`config.mk`:
```
export PLATFORM = sky130hd
export DESIGN_NAME = wp_trigger_unit
export DESIGN_NICKNAME = d
export VERILOG_FILES = /design/src/rtl/wp_pkg.sv /design/src/rtl/wp_slot_cmp.sv /design/src/rtl/wp_combine.sv /design/src/rtl/wp_qualify.sv /design/src/rtl/wp_trigger_unit.sv
export SDC_FILE = /design/constraint.sdc
export NUM_CORES = 1
export LEC_CHECK = 0
export BUFFER_PORTS_ARGS = -buffer_cell sky130_fd_sc_hd__buf_2
export CAP_MARGIN = 20
export CORE_MARGIN = 2
export CORE_UTILIZATION = 40
export CTS_CLUSTER_SIZE = 28
export DETAILED_ROUTE_END_ITERATION = 10
export PLACE_DENSITY = 0.63
export SLEW_MARGIN = 40
export SYNTH_ARGS = -nofsm -noshare
export SYNTH_HDL_FRONTEND = slang
export SYNTH_HIERARCHICAL = 1
export SYNTH_SLANG_ARGS = --single-unit
export TNS_END_PERCENT = 20
```
`constraint.sdc`:
```
create_clock -name clk -period 3.4 [get_ports clk]
set_clock_uncertainty 0.05 [all_clocks]
set_input_delay 0.68 -clock clk [delete_from_list [all_inputs] [get_ports clk]]
set_output_delay 0.68 -clock clk [all_outputs]
set_load 0.05 [all_outputs]
```
`src/rtl/wp_pkg.sv`:
```
package wp_pkg;
   localparam int COND_W = 4;

   typedef enum logic [COND_W-1:0] {
      WC_GT    = 4'd0,
      WC_GE    = 4'd1,
      WC_LT    = 4'd2,
      WC_LE    = 4'd3,
      WC_NE    = 4'd4,
      WC_EQ    = 4'd5,
      WC_RISE  = 4'd6,
      WC_FALL  = 4'd7,
      WC_TOGL  = 4'd8
   } wp_cond_e;
endpackage

```
`src/rtl/wp_slot_cmp.sv`:
```
module wp_slot_cmp
   import wp_pkg::*;
#(
   parameter int DATA_W = 8
) (
   input  logic              clk,
   input  logic              rst_n,
   input  logic [DATA_W-1:0] mon_i,
   input  logic [DATA_W-1:0] watch_i,
   input  logic [COND_W-1:0] cond_i,
   output logic              match_o
);
   logic prev_q;
   logic cur_b;

   assign cur_b = mon_i[0];

   always_ff @(posedge clk or negedge rst_n) begin
      if (!rst_n) prev_q <= 1'b0;
      else        prev_q <= cur_b;
   end

   always_comb begin
      case (cond_i)
         WC_GT:   match_o = (mon_i >  watch_i);
         WC_GE:   match_o = (mon_i >= watch_i);
         WC_LT:   match_o = (mon_i <  watch_i);
         WC_LE:   match_o = (mon_i <= watch_i);
         WC_NE:   match_o = (mon_i != watch_i);
         WC_EQ:   match_o = (mon_i == watch_i);
         WC_RISE: match_o = cur_b & ~prev_q;
         WC_FALL: match_o = ~cur_b & prev_q;
         WC_TOGL: match_o = cur_b ^ prev_q;
         default: match_o = 1'b0;
      endcase
   end

   AST_UNUSED_CODE: assert property (@(posedge clk) disable iff (!rst_n)
      (cond_i > 4'd8) |-> !match_o);
   AST_EDGE_NEEDS_CHANGE: assert property (@(posedge clk) disable iff (!rst_n)
      ((cond_i == 4'd8) && match_o) |=> (prev_q != $past(prev_q)));
endmodule

```
`src/rtl/wp_combine.sv`:
```
module wp_combine #(
   parameter int NUM_SLOTS = 2
) (
   input  logic [NUM_SLOTS-1:0] match_i,
   input  logic [NUM_SLOTS-1:0] en_i,
   input  logic                 or_mode_i,
   output logic                 hit_o
);
   logic any_v;
   logic all_v;

   assign any_v = |(match_i & en_i);
   assign all_v = &(match_i | ~en_i);
   assign hit_o = (|en_i) & (or_mode_i ? any_v : all_v);

   always_comb begin
      if (en_i == '0) AST_NONE_ENABLED: assert (!hit_o);
   end
endmodule

```
`src/rtl/wp_qualify.sv`:
```
module wp_qualify #(
   parameter int CNT_W = 8
) (
   input  logic             clk,
   input  logic             rst_n,
   input  logic             hit_i,
   input  logic             cum_mode_i,
   input  logic [CNT_W-1:0] target_i,
   input  logic             ack_i,
   output logic             irq_o
);
   localparam logic [CNT_W-1:0] CNT_MAX = {CNT_W{1'b1}};
   localparam logic [CNT_W-1:0] CNT_ONE = {{(CNT_W-1){1'b0}}, 1'b1};

   logic [CNT_W-1:0] cnt_q;
   logic             irq_q;
   logic [CNT_W:0]   cnt_inc;
   logic [CNT_W-1:0] tgt_eff;
   logic             fire;

   assign cnt_inc = {1'b0, cnt_q} + {{CNT_W{1'b0}}, 1'b1};
   assign tgt_eff = (target_i <= CNT_ONE) ? CNT_ONE : target_i;
   assign fire    = hit_i && (cnt_inc >= {1'b0, tgt_eff});

   always_ff @(posedge clk or negedge rst_n) begin
      if (!rst_n) begin
         cnt_q <= '0;
         irq_q <= 1'b0;
      end else begin
         irq_q <= fire | (irq_q & ~ack_i);
         if (ack_i || fire)   cnt_q <= '0;
         else if (hit_i)      cnt_q <= (cnt_q == CNT_MAX) ? cnt_q : cnt_inc[CNT_W-1:0];
         else if (!cum_mode_i) cnt_q <= '0;
      end
   end

   assign irq_o = irq_q;

   AST_IRQ_HOLD: assert property (@(posedge clk) disable iff (!rst_n)
      (irq_q && !ack_i) |=> irq_q);
   AST_ACK_CLEARS: assert property (@(posedge clk) disable iff (!rst_n)
      (ack_i && !fire) |=> !irq_q);
   AST_SET_WINS: assert property (@(posedge clk) disable iff (!rst_n)
      (ack_i && fire) |=> irq_q);
   AST_FIRST_HIT: assert property (@(posedge clk) disable iff (!rst_n)
      (hit_i && (target_i <= CNT_ONE)) |=> irq_q);
   AST_CONSEC_DROP: assert property (@(posedge clk) disable iff (!rst_n)
      (!cum_mode_i && !hit_i) |=> (cnt_q == '0));
   AST_CUM_KEEP: assert property (@(posedge clk) disable iff (!rst_n)
      (cum_mode_i && !hit_i && !ack_i) |=> $stable(cnt_q));
endmodule

```
`src/rtl/wp_trigger_unit.sv`:
```
module wp_trigger_unit
   import wp_pkg::*;
#(
   parameter int NUM_SLOTS = 2,
   parameter int DATA_W    = 8,
   parameter int CNT_W     = 8
) (
   input  logic                          clk,
   input  logic                          rst_n,
   input  logic [NUM_SLOTS*DATA_W-1:0]   mon_i,
   input  logic [NUM_SLOTS*DATA_W-1:0]   watch_i,
   input  logic [NUM_SLOTS*COND_W-1:0]   cond_i,
   input  logic [NUM_SLOTS-1:0]          slot_en_i,
   input  logic                          comb_or_i,
   input  logic                          cum_mode_i,
   input  logic [CNT_W-1:0]              target_i,
   input  logic                          ack_i,
   output logic                          irq_o
);
   if (NUM_SLOTS < 1) begin : g_chk_slots
      $error("NUM_SLOTS must be at least 1");
   end
   if (DATA_W < 1) begin : g_chk_data
      $error("DATA_W must be at least 1");
   end
   if (CNT_W < 2) begin : g_chk_cnt
      $error("CNT_W must be at least 2");
   end

   logic [NUM_SLOTS-1:0] match_v;
   logic                 hit;

   for (genvar k = 0; k < NUM_SLOTS; k++) begin : g_slot
      wp_slot_cmp #(.DATA_W(DATA_W)) u_cmp (
         .clk     (clk),
         .rst_n   (rst_n),
         .mon_i   (mon_i[k*DATA_W +: DATA_W]),
         .watch_i (watch_i[k*DATA_W +: DATA_W]),
         .cond_i  (cond_i[k*COND_W +: COND_W]),
         .match_o (match_v[k])
      );
   end

   wp_combine #(.NUM_SLOTS(NUM_SLOTS)) u_comb (
      .match_i   (match_v),
      .en_i      (slot_en_i),
      .or_mode_i (comb_or_i),
      .hit_o     (hit)
   );

   wp_qualify #(.CNT_W(CNT_W)) u_qual (
      .clk        (clk),
      .rst_n      (rst_n),
      .hit_i      (hit),
      .cum_mode_i (cum_mode_i),
      .target_i   (target_i),
      .ack_i      (ack_i),
      .irq_o      (irq_o)
   );
endmodule

```
Word level (Yosys, flattened, before mapping)
Index checks and enable logic that the tools add are counted.

storage, ports and cells
  output and inout port bits = 1
  logic and storage cells = 71
  register bits = 11
  bits of input ports = 55

cells by class
  add/subtract/negate cells = 1
  muxes and demuxes = 8
  bitwise operators = 17
  order comparisons = 10
  equality and inequality tests = 23
  reductions and logical operators = 8

operators by type and width
  kind                 number
  $mux 8               5
  $eq 4x3->1 const B   8
  $pmux 1 s9           2
  $eq 4x2->1 const B   4
  $eq 8x8->1           2
  $ge 8x8->1           2
  $gt 8x8->1           2
  $le 8x8->1           2
  $lt 8x8->1           2
  $ne 8x8->1           2
  $add 8x1->9 const B  1
  $ge 9x8->1           1
  $eq 4x1->1 const B   2
  $eq 4x4->1 const B   2
  $eq 8x8->1 const B   1
  $le 8x1->1 const B   1
  $logic_not 4->1      2
  $and 1x1->1          6
  $not 1->1            5
  $reduce_and 2->1     2
  $reduce_or 2->1      2
  $ne 3x1->1 const B   1
  $ne 3x3->1 const B   1
  $and 2x2->2          1
  other kinds (7)      8

Depth between registers and ports, before layout
  depth in word-level cells = 11
  mapped depth = 14
  mapped depth without buffers = 13

Modules after synthesis
Netlist, hierarchy kept.

modules (own cells, without submodules)
  module       cells each  times used  area each (um^2)  seq. area each (um^2)
  wp_qualify   106         1           904.6             225.2
  wp_slot_cmp  45          2           369.1             25.0
  wp_combine   5           1           27.5              0.0

Worst setup path before layout
OpenSTA, ideal clock, no wires.

  path kind = input to register
  start point = input port watch_i[1]
  end point = register u_qual.cnt_q[7]
  path buffers = 1
  arrival = 2.963 ns
  cell stages on the path = 14
  setup slack = 0.246 ns
  cell sequence = inv_1 -> ha_1 -> nor2b_4 -> o211ai_2 -> a21oi_2 -> o32a_1 -> o41ai_2 -> o211ai_1 -> nand2_1 -> buf_4 -> nand2_2 -> nor3_1 -> nor3b_2 -> nor4b_1

between the ends
  cells in the longest elaborated chain, start to end = 10
  elaborated cells between the ends (all ways) = 20
  classes of those cells = order compare: 4; eq/ne: 4; mux: 4; bitwise: 3; reduce/logical: 5

RTL lines
  item                                                       line                                RTL
  start, declared                                            wp_trigger_unit.sv:11               input logic [NUM_SLOTS*DATA_W-1:0] watch_i,
  $le 8x8->1 (tied with other cells)                         wp_slot_cmp.sv:28                   WC_LE: match_o = (mon_i <= watch_i);
  $pmux 1 s9 (*)                                             wp_slot_cmp.sv:24                   case (cond_i)
  via match_v[0]                                             wp_trigger_unit.sv:30               logic [NUM_SLOTS-1:0] match_v;
  $or 2x2->2 or $and 2x2->2 (tied branches)                  wp_combine.sv:13, wp_combine.sv:12
  $reduce_and 2->1 or $reduce_or 2->1 (tied branches)        wp_combine.sv:13, wp_combine.sv:12
  $mux 1 (*)                                                 wp_combine.sv:14                    assign hit_o = (|en_i) & (or_mode_i ? any_v : all_v);
  $and 1x1->1 (*)                                            wp_combine.sv:14
  via hit                                                    wp_trigger_unit.sv:31               logic hit;
  $logic_and 1x1->1                                          wp_qualify.sv:23                    assign fire = hit_i && (cnt_inc >= {1'b0, tgt_eff});
  $logic_or 1x1->1                                           wp_qualify.sv:31                    if (ack_i || fire) cnt_q <= '0;
  $ne 3x3->1 (no source line) or $ne 3x1->1 (tied branches)  --
  $reduce_and 2->1 (no source line)                          --
  end signal, assigned                                       wp_qualify.sv:32                    else if (hit_i) cnt_q <= (cnt_q == CNT_MAX) ? cnt_q : cnt_inc[CNT_W-1:0];
  end, declared                                              wp_qualify.sv:15                    logic [CNT_W-1:0] cnt_q;

Mark *: on every way through the listed nets, which the timed path passes. The rest lies on a longest branch.
A chain may end at the register's enable or synchronous reset.

Final worst setup path
  start point = input port watch_i[7]
  end point = register u_qual.cnt_q[7]

Same word-level chain as after synthesis.

==> results.yml <==
status:
  status: "finished, final reports clean"
logic_synthesis:
  yosys_warnings: 6
  synth_seq_cells: 11
  proportion_of_synthesized_chip_area_in_sequential_cells_pct: 16.48
  synth.top_cells.by_area: "ha_1, dfrtp_1, inv_1"
  syn-instance-count: 201
  avgSynthCellArea_um2: 8.310
  yosysUniqueCellTypes: 50
  synth_top_cell_area_share_pct: 21.72
  synth.net_count: 285
  synth_area_mm2: 0.001670
  synth_largest_area_cell: "ha_1"
  synth_enable_flop_cells: 0
  async_s_r_ff_share_synth_pct: 100.0
  synth_top_flop_cell: "dfrtp_1"
pwr:
  sw_frac_of_total_pct: 32.05
  internal-power_mw: 0.2999
  p_leak_nw: 1.100
  power.sequential.fraction_pct: 32.4
  total_switching_power_mw: 0.1415
  share_comb_of_total_power_pct: 37.2
  worst_ir_drop_vdd_mv: 0.1298
  power_frac_clock_pct: 30.4
  power_density_mw_per_mm2: 214.6
floorplan:
  floorplan.die.width_um: 68.62
  overall_die_area_mm2: 0.004709
  core_region_area_mm2: 0.004000
  pin_count: 56
  fp-row-count: 23
  height_of_the_die_um: 68.62
  initial_core_util_pct: 41.76
worst_setup_path:
  path_delay_family: "compound AO/OA/AOI/OAI gates"
  rr_endpoint: "u_qual/cnt_q[7]"
  worst_path_max_delay_cell: "ha_1"
  cp_cell_sequence: "buf_2 -> inv_1 -> ha_1 -> nand4_2 -> nor3_1 -> o31ai_1 -> a31oi_1 -> o41ai_2 -> o311ai_1 -> nand2_1 -> a21oi_1 -> o221ai_2 -> buf_4 -> nor4b_1"
  worstPathRequired_ps: 3480
  ff2ff_setup_slack_ps: 580
  cp-end-kind: "flop"
  worstSetupStartpointType: "input pin"
  worstReg2RegStart: "u_qual/cnt_q[0]"
  critical-path-max-stage-delay_ps: 320
  crit_path_arrival_time_ps: 3130
  timing.critical_path.depth: 14
  worst_r2r_path_depth: 10
  critPathBufInv: 3
  critPathMaxFanout: 8
  worstSetupPathType: "input pin to flop"
clocking:
  clock-root-buffer: "clkbuf_8"
  cts_tree: "done"
  cts_num_sinks: 11
  cts.htree.levels: 1
  cts.path.max_buffers: 2
  clock_latency_ps: 240
  register_clock_pin_slew_on_the_reported_worst_setup_and_hold_paths_ps: 60
  cts_setup_buffers: 0
  holdBufCountCts: 0
  cts-resized-gates: 0
  tritoncts.num_buffers: 3
detailed_routing:
  detail_route.wirelength_mm: 3.580
  antenna_left: 0
  drt_iter0_drc: 53
  drc_errors: 0
  via_count: 1589
  first_pass_iters: 4
  wire_per_inst_um: 11.55
  vias_per_cell: 5.126
global_routing:
  grt_pass1_wl_mm: 5.747
  global_route.usage.met2_pct: 27.28
  via_count_of_the_first_global_routing_pass: 1428
  grt_max_degree: 12
  grt_usage_pct: 15.71
  antenna_found_initial: 0
  grt-busiest-layer: "met2"
  gr-usage-met3_pct: 2.110
  global_route.usage.met1_pct: 19.96
  gr-total-overflow: 0
place:
  gp_routability_congestion: 0.8195
  dpl-instance-area_mm2: 0.002012
  post-dp-hpwl_mm: 2.988
  buffer_ports.inserted: 55
  dpl.cell_count: 306
timing:
  totalNegativeSetupSlack_ps: 0
  final-max-slew-violation-count: 0
  max_slew_margin_pct: 75.72
  grt_setup_unrepaired: "false"
  fmax_mhz: 327.6
  layout_min_cycle_time_ps: 3052
  finalSetupViolCount: 0
  fin_crit_sh_pct: 89.77
  hold_viol: 0
  tightest_slew_ps: 364.2
cells_and_area:
  layout.cells.most_common: "buf_2"
  design.final.nets: 345
  final_util_pct: 51.42
  fraction_of_layout_instances_using_a_drive_strength_above_1_pct: 31.54
  synthToLayoutAreaGrowth_pct: 23.15
  insertedDiodeCount: 0
  most-common-layout-cells: "buf_2, inv_1, ha_1, a21oi_1"
  fin_area_mm2: 0.002057
  finalNonFillerCells: 310
worst_hold_path:
  hp-class: "input pin to asynchronous set/reset pin"
job:
  cap_viol_max_count: 0
## state kept, by name, indices dropped and copies added (netlist names)
| signal | cells |
|---|---|
| g_slot.u_cmp/prev_q | 2 |
| u_qual/cnt_q | 8 |
| u_qual/irq_o | 1 |
## cell families after synthesis
family | after synthesis | synth area share [%]
xor+xnor | 5 | 2.622
mux | 3 | 1.947
compound gates | 50 | 23.22
flops | 11 | 16.48
buf+inv | 38 | 9.438
simple gates | 65 | 24.57
fa+ha+maj | 29 | 21.72
## power groups by stage
| stage | sequential [mW] | clock (mW) | combinational (mW) |
|---|---|---|---|
| 6_report | 0.143 | 0.134 | 0.164 |
| 5_1_grt | 0.144 | 0.138 | 0.190 |
| 4_1_cts | 0.143 | 0.135 | 0.167 |
| 3_5_place_dp | 0.145 | 0 | 0.166 |
| 3_3_place_gp | 0.145 | 0 | 0.164 |
| 2_1_floorplan | 0.142 | 0 | 0.110 |
## worst register-to-register path, stage by stage (launching register included)
cell and delay, ps:
dfrtp_1 460, ha_1 360, and3_1 320, nand3_1 120
xnor2_1 160, ha_1 340, a21oi_1 160, o21a_1 170
o221ai_2 100, buf_4 180, nor4b_1 290
## synthesized netlist by cell type, drive strengths merged (3+ instances only)
master  number
inv         33
ha          29
a21oi       14
dfrtp       11
nor2        11
nand4       10
nor3        10
nand2        9
nor4         6
a21o         5
o21a         5
buf          4
nand3        4
nor2b        4
o211ai       4
o21ai        4
a31oi        3
or3          3
xnor2        3
## layer usage
| metal | share of wire, % | wire length (µm) |
|---|---|---|
| met5 | 0 | 0 |
| met4 | 0.45 | 16 |
| met3 | 6.2 | 223 |
| met2 | 46 | 1633 |
| met1 | 48 | 1707 |
## area by class of cell
type                    instances  area, µm²
clock buffers                   4      45.04
fillers                       400       1943
inverters                      33      123.9
multi-input cells             152       1237
flip-flops and latches         11      275.3
well taps                      50      62.56
repair buffers                 60      312.8
## metrics by stage
stage | total power, mW | hold slack [ps] | worst slack, ps
detailed placement | 0.3110 | 514.7 | 104.0
global placement | 0.3094 | 515.8 | 154.2
CTS | 0.4448 | 258.3 | 344.7
floorplan | 0.2519 | 334.4 | 246.1
finish | 0.4414 | 251.0 | 347.9
global route | 0.4714 | 274.4 | 2.316
## worst max-delay path by stage
stage                     startpoint              end  slack [ps]
after CTS                 watch_i[7]  u_qual/cnt_q[7]         340
after floorplan           watch_i[1]  u_qual/cnt_q[7]         250
after global routing      watch_i[7]  u_qual/cnt_q[6]           2
after global placement      mon_i[1]  u_qual/cnt_q[5]         150
final                     watch_i[7]  u_qual/cnt_q[7]         350
after detailed placement    mon_i[1]  u_qual/cnt_q[2]         100
Power figures use the tool's default switching activity.
